## config.mk

```make
export PLATFORM = sky130hd
export DESIGN_NAME = staged_wdt
export DESIGN_NICKNAME = d
export VERILOG_FILES = /design/src/rtl/swdt_pkg.sv /design/src/rtl/swdt_regs.sv /design/src/rtl/swdt_tick.sv /design/src/rtl/swdt_stage.sv /design/src/rtl/staged_wdt.sv
export SDC_FILE = /design/constraint.sdc
export NUM_CORES = 1
export LEC_CHECK = 0
export BUFFER_PORTS_ARGS = -buffer_cell sky130_fd_sc_hd__buf_4
export CORE_MARGIN = 8
export CORE_UTILIZATION = 45
export CTS_CLUSTER_SIZE = 30
export DETAILED_ROUTE_END_ITERATION = 6
export PLACE_DENSITY_LB_ADDON = 0.12
export SKIP_LAST_GASP = 1
export SYNTH_ARGS = -nofsm -noshare
export SYNTH_HDL_FRONTEND = slang
export SYNTH_SLANG_ARGS = --single-unit
```

## constraint.sdc

```tcl
create_clock -name clk -period 1.1 [get_ports clk]
set_input_delay 0.055 -clock clk [delete_from_list [all_inputs] [get_ports clk]]
set_output_delay 0.055 -clock clk [all_outputs]
set_load 0.05 [all_outputs]
```

## src/rtl/swdt_pkg.sv

```systemverilog
package swdt_pkg;
  localparam int DATA_W = 32;
  localparam int ADDR_W = 4;
  localparam int SRC_W  = 4;
  localparam int PER_W  = 8;
  localparam int CFG_W  = SRC_W + PER_W + 5;

  localparam logic [ADDR_W-1:0] OFS_CFG = 4'h0;
  localparam logic [ADDR_W-1:0] OFS_CMD = 4'h8;
  localparam logic [ADDR_W-1:0] OFS_KEY = 4'hC;

  localparam logic [DATA_W-1:0] KEY_VALUE = 32'h0000_C45A;

  localparam int CMD_GO   = 0;
  localparam int CMD_HALT = 1;

  // Field order matches the decoded bit positions: src [3:0], period [11:4],
  // enables 12..16 from local interrupt up to power-on reset.
  typedef struct packed {
    logic             por_en;
    logic             dbg_en;
    logic             rem_en;
    logic             fiq_en;
    logic             loc_en;
    logic [PER_W-1:0] period;
    logic [SRC_W-1:0] src;
  } cfg_t;
endpackage

```

## src/rtl/swdt_regs.sv

```systemverilog
module swdt_regs
  import swdt_pkg::*;
(
  input  logic              clk,
  input  logic              rst_n,
  input  logic              wr_en,
  input  logic [ADDR_W-1:0] addr,
  input  logic [DATA_W-1:0] wdata,
  output logic [DATA_W-1:0] rdata,
  output cfg_t              cfg,
  output logic              go_cmd,
  output logic              halt_cmd,
  output logic              key_armed
);
  cfg_t cfg_q, cfg_d;
  logic key_q, key_d;
  logic cfg_we, cmd_we, key_we;
  logic cfg_upd, key_upd;

  always_comb begin
    cfg_we  = wr_en && (addr == OFS_CFG);
    cmd_we  = wr_en && (addr == OFS_CMD);
    key_we  = wr_en && (addr == OFS_KEY);

    // local interrupt enable acts as the configuration lock
    cfg_upd = cfg_we && !cfg_q.loc_en;
    cfg_d   = cfg_t'(wdata[CFG_W-1:0]);

    key_upd = key_we || cmd_we;
    key_d   = key_we && (wdata == KEY_VALUE);

    halt_cmd = cmd_we && wdata[CMD_HALT] && key_q;
    go_cmd   = cmd_we && wdata[CMD_GO] && !halt_cmd;

    rdata = '0;
    if (addr == OFS_CFG) rdata[CFG_W-1:0] = cfg_q;
  end

  always_ff @(posedge clk or negedge rst_n) begin
    if (!rst_n) begin
      cfg_q <= '0;
    end else if (cfg_upd) begin
      cfg_q <= cfg_d;
    end
  end

  always_ff @(posedge clk or negedge rst_n) begin
    if (!rst_n) begin
      key_q <= 1'b0;
    end else if (key_upd) begin
      key_q <= key_d;
    end
  end

  assign cfg       = cfg_q;
  assign key_armed = key_q;
endmodule

```

## src/rtl/swdt_tick.sv

```systemverilog
module swdt_tick #(
  parameter int NUM_SRC = 16,
  parameter int SRC_W   = 4,
  parameter int PER_W   = 8
) (
  input  logic               clk,
  input  logic               rst_n,
  input  logic [NUM_SRC-1:0] expire_vec,
  input  logic [SRC_W-1:0]   src,
  input  logic [PER_W-1:0]   period,
  input  logic               run,
  input  logic               clear,
  output logic               wd_exp
);
  localparam int SPAN = 1 << SRC_W;

  logic [SPAN-1:0]  padded;
  logic             sel_pulse;
  logic [PER_W-1:0] limit;
  logic [PER_W:0]   nxt;
  logic             hit;
  logic             cnt_en;
  logic [PER_W-1:0] cnt_q, cnt_d;

  always_comb begin
    padded                = '0;
    padded[NUM_SRC-1:0]   = expire_vec;
    sel_pulse             = padded[src];
    limit  = (period == '0) ? PER_W'(1) : period;
    nxt    = {1'b0, cnt_q} + (PER_W+1)'(1);
    hit    = (nxt >= {1'b0, limit});
    wd_exp = run && sel_pulse && !clear && hit;
    cnt_en = clear || (run && sel_pulse);
    cnt_d  = (clear || hit) ? '0 : nxt[PER_W-1:0];
  end

  always_ff @(posedge clk or negedge rst_n) begin
    if (!rst_n) begin
      cnt_q <= '0;
    end else if (cnt_en) begin
      cnt_q <= cnt_d;
    end
  end
endmodule

```

## src/rtl/swdt_stage.sv

```systemverilog
module swdt_stage #(
  parameter int STAGES = 5
) (
  input  logic clk,
  input  logic rst_n,
  input  logic go,
  input  logic halt,
  input  logic wd_exp,
  input  logic loc_en,
  input  logic fiq_en,
  input  logic rem_en,
  input  logic dbg_en,
  input  logic por_en,
  output logic running,
  output logic irq_local,
  output logic fiq_local,
  output logic irq_remote,
  output logic dbg_req,
  output logic por_req
);
  localparam int STG_W = $clog2(STAGES + 1);
  localparam logic [STG_W-1:0] LV_LOC  = STG_W'(1);
  localparam logic [STG_W-1:0] LV_FIQ  = STG_W'(2);
  localparam logic [STG_W-1:0] LV_REM  = STG_W'(3);
  localparam logic [STG_W-1:0] LV_DBG  = STG_W'(STAGES - 1);
  localparam logic [STG_W-1:0] LV_TOP  = STG_W'(STAGES);

  logic             run_q, run_d, run_en;
  logic [STG_W-1:0] stg_q, stg_d;
  logic             stg_en;
  logic             dbg_q, dbg_set;
  logic             por_q, por_set;
  logic             adv;

  always_comb begin
    run_en = go || halt;
    run_d  = go;
    adv    = wd_exp && (stg_q != LV_TOP);
    stg_en = go || halt || adv;
    stg_d  = (go || halt) ? '0 : stg_q + STG_W'(1);
    dbg_set = adv && dbg_en && (stg_q + STG_W'(1) == LV_DBG);
    por_set = adv && por_en && (stg_q + STG_W'(1) == LV_TOP);
  end

  always_ff @(posedge clk or negedge rst_n) begin
    if (!rst_n) begin
      run_q <= 1'b0;
    end else if (run_en) begin
      run_q <= run_d;
    end
  end

  always_ff @(posedge clk or negedge rst_n) begin
    if (!rst_n) begin
      stg_q <= '0;
    end else if (stg_en) begin
      stg_q <= stg_d;
    end
  end

  always_ff @(posedge clk or negedge rst_n) begin
    if (!rst_n) begin
      dbg_q <= 1'b0;
      por_q <= 1'b0;
    end else begin
      if (dbg_set) dbg_q <= 1'b1;
      if (por_set) por_q <= 1'b1;
    end
  end

  assign running    = run_q;
  assign irq_local  = run_q && loc_en && (stg_q >= LV_LOC);
  assign fiq_local  = run_q && fiq_en && (stg_q >= LV_FIQ);
  assign irq_remote = run_q && rem_en && (stg_q >= LV_REM);
  assign dbg_req    = dbg_q;
  assign por_req    = por_q;
endmodule

```

## src/rtl/staged_wdt.sv

```systemverilog
module staged_wdt
  import swdt_pkg::*;
#(
  parameter int NUM_SRC = 16,
  parameter int STAGES  = 5
) (
  input  logic               clk,
  input  logic               rst_n,
  input  logic               bus_wr,
  input  logic [ADDR_W-1:0]  bus_addr,
  input  logic [DATA_W-1:0]  bus_wdata,
  output logic [DATA_W-1:0]  bus_rdata,
  input  logic [NUM_SRC-1:0] tmr_expire,
  output logic               irq_local,
  output logic               fiq_local,
  output logic               irq_remote,
  output logic               dbg_rst_req,
  output logic               por_rst_req
);
  logic [1:0] rs_q;
  logic       rst_int_n;
  cfg_t       cfg;
  logic       go_cmd, halt_cmd, key_armed;
  logic       running, wd_exp;

  always_ff @(posedge clk or negedge rst_n) begin
    if (!rst_n) begin
      rs_q <= '0;
    end else begin
      rs_q <= {rs_q[0], 1'b1};
    end
  end
  assign rst_int_n = rs_q[1];

  swdt_regs u_regs (
    .clk      (clk),
    .rst_n    (rst_int_n),
    .wr_en    (bus_wr),
    .addr     (bus_addr),
    .wdata    (bus_wdata),
    .rdata    (bus_rdata),
    .cfg      (cfg),
    .go_cmd   (go_cmd),
    .halt_cmd (halt_cmd),
    .key_armed(key_armed)
  );

  swdt_tick #(
    .NUM_SRC(NUM_SRC),
    .SRC_W  (SRC_W),
    .PER_W  (PER_W)
  ) u_tick (
    .clk       (clk),
    .rst_n     (rst_int_n),
    .expire_vec(tmr_expire),
    .src       (cfg.src),
    .period    (cfg.period),
    .run       (running),
    .clear     (go_cmd || halt_cmd),
    .wd_exp    (wd_exp)
  );

  swdt_stage #(
    .STAGES(STAGES)
  ) u_stage (
    .clk       (clk),
    .rst_n     (rst_int_n),
    .go        (go_cmd),
    .halt      (halt_cmd),
    .wd_exp    (wd_exp),
    .loc_en    (cfg.loc_en),
    .fiq_en    (cfg.fiq_en),
    .rem_en    (cfg.rem_en),
    .dbg_en    (cfg.dbg_en),
    .por_en    (cfg.por_en),
    .running   (running),
    .irq_local (irq_local),
    .fiq_local (fiq_local),
    .irq_remote(irq_remote),
    .dbg_req   (dbg_rst_req),
    .por_req   (por_rst_req)
  );
endmodule

```

==> results.sh <==
export IMPL_die_width_um=89.81
export IMPL_utilization=0.8015
export IMPL_hold_path_class="in -> reg"
export IMPL_io_pins=92
export IMPL_vias=2495
export IMPL_final_area_um2=4305
export IMPL_async_reset_ff_frac=1.000
export IMPL_setup_viol=48
export IMPL_cts_path_max_buffers=2
export IMPL_reg2reg_from="u_tick.cnt_q[1]$_DFFE_PN0P_"
export IMPL_crit_fanout=13
export IMPL_start_util=0.4563
export IMPL_drt_wl_total_um=8306
export IMPL_arrival_ns=2.84
export IMPL_syn_inst=245
export IMPL_dp_hpwl_um=5903
export IMPL_critPathLaunch="u_tick.cnt_q[1]$_DFFE_PN0P_"
export IMPL_grt_pass1_vias=2708
export IMPL_p_int_mw=4.801
export IMPL_end_kind="flip-flop"
export IMPL_insertion_delay_ns=0.29
export IMPL_p_clk_frac=0.185
export IMPL_power_density_nw_per_um2=1788
export IMPL_min_path_cells=2
export IMPL_critical_path_class="reg -> reg"
export IMPL_finalCritPeriodShare=2.381
export IMPL_p_sw_mw=2.897
export IMPL_syn2layout_area_growth_pct=75.65
export IMPL_crit_cells=11
export IMPL_ys_flop_type="dfrtp_1"
export IMPL_fin_nets=481
export IMPL_p_sw_frac=0.3764
export IMPL_antenna_found_initial=0
export IMPL_cts_clk_slew_worst_paths_ns=0.08
export IMPL_syn_area_um2=2451
export IMPL_antenna_cells=0
export IMPL_p_leak_nw=2.057
export IMPL_cp_slowest_cell="dfrtp_1"
export IMPL_clockRootBuffer="clkbuf_8"
export IMPL_drt_first_iter_violations=91
export IMPL_skew_ns=0.004695
export IMPL_timing_fmax_ghz=0.3819
export IMPL_core_area_um2=5371
export IMPL_die_area_um2=8065
export IMPL_grt_usage=0.1913
export IMPL_synth_warnings=0
export IMPL_ys_ff_latch=34
export IMPL_overflow=0
export IMPL_vias_per_cell=5.155
export IMPL_seq_area_frac_synth=0.3471
export IMPL_critPathBufInv=1
export IMPL_drive_gt1_frac=0.5752
export IMPL_dpl_cell_area_um2=3764
export IMPL_place_congestion=0.7711
export IMPL_hold_start="bus_wdata[3]"
export IMPL_final_common_cell="buf_4"
export IMPL_cts_tree="yes"
export IMPL_pre_cts_slack_ns=-1.517
export IMPL_ys_types=56
export IMPL_combPwrFrac=0.565
export IMPL_hold_viol_final=0
export IMPL_ff2ff_path_depth=11
export IMPL_critical_path_required_ns=1.32
export IMPL_grt_first_pass_wirelength_um=12870
export IMPL_io_buffers=76
export IMPL_seq_power_share=0.249
export IMPL_drv_slew=0
export IMPL_drt_first_pass_iters=5
export IMPL_drc_errors=0
export IMPL_ir_drop_mv=1.157
export IMPL_fin_crit_ns=2.619
export IMPL_drv_cap=0
export IMPL_cts_max_level=2
export IMPL_violations="setup timing"
export IMPL_grt_start_max_net_pins=33
export IMPL_row_count=27
export IMPL_rsz0062_at_grt="true"
export IMPL_synth_edf_count=0
export IMPL_mostFrequentLayoutCells="buf_4, dfrtp_1, buf_6"
export IMPL_critPathTopFamily="compound AO/OA/AOI/OAI gates"
export IMPL_path_cells="ha_2, nand3_2, or2_4, xnor2_1, ha_1, and3_1, a221o_1, a211oi_4, buf_12, o21ai_2, o22ai_1"
export IMPL_avgSynthCellArea_um2=10.00
export IMPL_setup_slack_ns=-1.519
export IMPL_clock_sinks=34
export IMPL_cp_start_kind="flip-flop"
export IMPL_cts_buffers=5
export IMPL_antenna_left=0
export IMPL_cpPeakStageDelay_ns=0.39
export IMPL_die_h_um=89.81
export IMPL_wl_per_cell_um=17.16
export IMPL_outcome="finished with violations"
[state kept, by name, summed over array words and instances, names as in the netlist]
name	count
u_regs.cfg	17
u_stage.por_req	1
u_tick.cnt_q	8
u_stage.dbg_req	1
u_stage.stg_q	3
u_regs.key_armed	1
rs_q	2
u_stage.running	1
[power by group through the flow]
stage                     sequential [mW]  clock [mW]  combinational, mW
after CTS                            1.91        1.44               4.24
after global placement               1.91           0               3.86
after global routing                 1.97        1.51               4.71
final                                1.92        1.43               4.35
after floorplan                      1.99           0               2.32
after detailed placement             1.92           0               3.97
[cell usage after synthesis (all sizes together) (4+ instances only)]
cell    count  share of area
a211oi      4          0.016
a21oi       8          0.018
a22oi       5          0.017
and2       19          0.048
buf        19          0.059
clkbuf      4         0.0061
dfrtp      34           0.35
ha         15          0.077
inv        13          0.020
mux2       16          0.074
mux4        4          0.037
nand2      17          0.026
nand3       8          0.016
nor2        6         0.0092
nor2b       4          0.010
nor3        6          0.012
nor4        7          0.020
o211ai      4          0.012
o21ai       5          0.012
xnor2       4          0.014
[timing repair]
item | CTS | global route
endpoints found under the setup margin | 49 | 50
setup buffers | 8 | 10
endpoints found under the hold margin | 10 | 0
cloned | 0 | 2
pin swaps | 0 | 2
hold buffers | 9 | 0
resized for setup | 55 | 19
[routing by layer]
metal,up-vias,global-route usage,share of wire
met5,-,0,0
met4,0,0.04654,0.020
met3,18,0.05736,0.056
met2,80,0.3374,0.51
met1,1211,0.2193,0.41
li1,1186,-,-
[cell type report]
type	instances	area [um^2]
Clock inverter	3	68.82
Fill cell	329	1066
Multi-Input combinational cell	189	1644
Clock buffer	5	68.82
Sequential cell	34	858.3
Timing Repair Buffer	168	1526
Tap cell	72	90.09
Inverter	13	48.80
[metrics by stage]
| step | instances | hold WS, ns | power, mW | TNS [ns] |
|---|---|---|---|---|
| 6_report | 484 | 0.008962 | 7.698 | -23.61 |
| 3_3_place_gp | 454 | -0.1617 | 5.772 | -21.33 |
| 3_5_place_dp | 454 | -0.1618 | 5.895 | -22.58 |
| 5_1_grt | 484 | 0.001458 | 8.189 | -26.23 |
| 4_1_cts | 476 | 0.005317 | 7.590 | -23.08 |
| 2_1_floorplan | 259 | -0.2406 | 4.307 | -21.63 |
[cells by family after synthesis]
| kind of cell | count (synthesis) | synth area share |
|---|---|---|
| flops | 34 | 0.3471 |
| mux | 22 | 0.1184 |
| other cells | 2 | 0.003064 |
| xor+xnor | 5 | 0.01787 |
| compound gates | 45 | 0.1506 |
| simple gates | 86 | 0.2011 |
| buf+inv | 36 | 0.08525 |
| fa+ha+maj | 15 | 0.07657 |
[path summary, 6_finish.rpt]
kind	to	slack, ns
setup reg to reg	u_tick.cnt_q[6]$_DFFE_PN0P_	-1.52
setup / recovery	u_tick.cnt_q[6]$_DFFE_PN0P_	-1.52
hold / removal	u_regs.cfg[3]$_DFFE_PN0P_	0.009
hold reg to reg	u_regs.cfg[6]$_DFFE_PN0P_	0.22
min in group asynchronous	rs_q[0]$_DFF_PN0_	0.08
max in group asynchronous	u_regs.cfg[2]$_DFFE_PN0P_	0.68
Note: power is estimated with default switching activity, not from simulation.
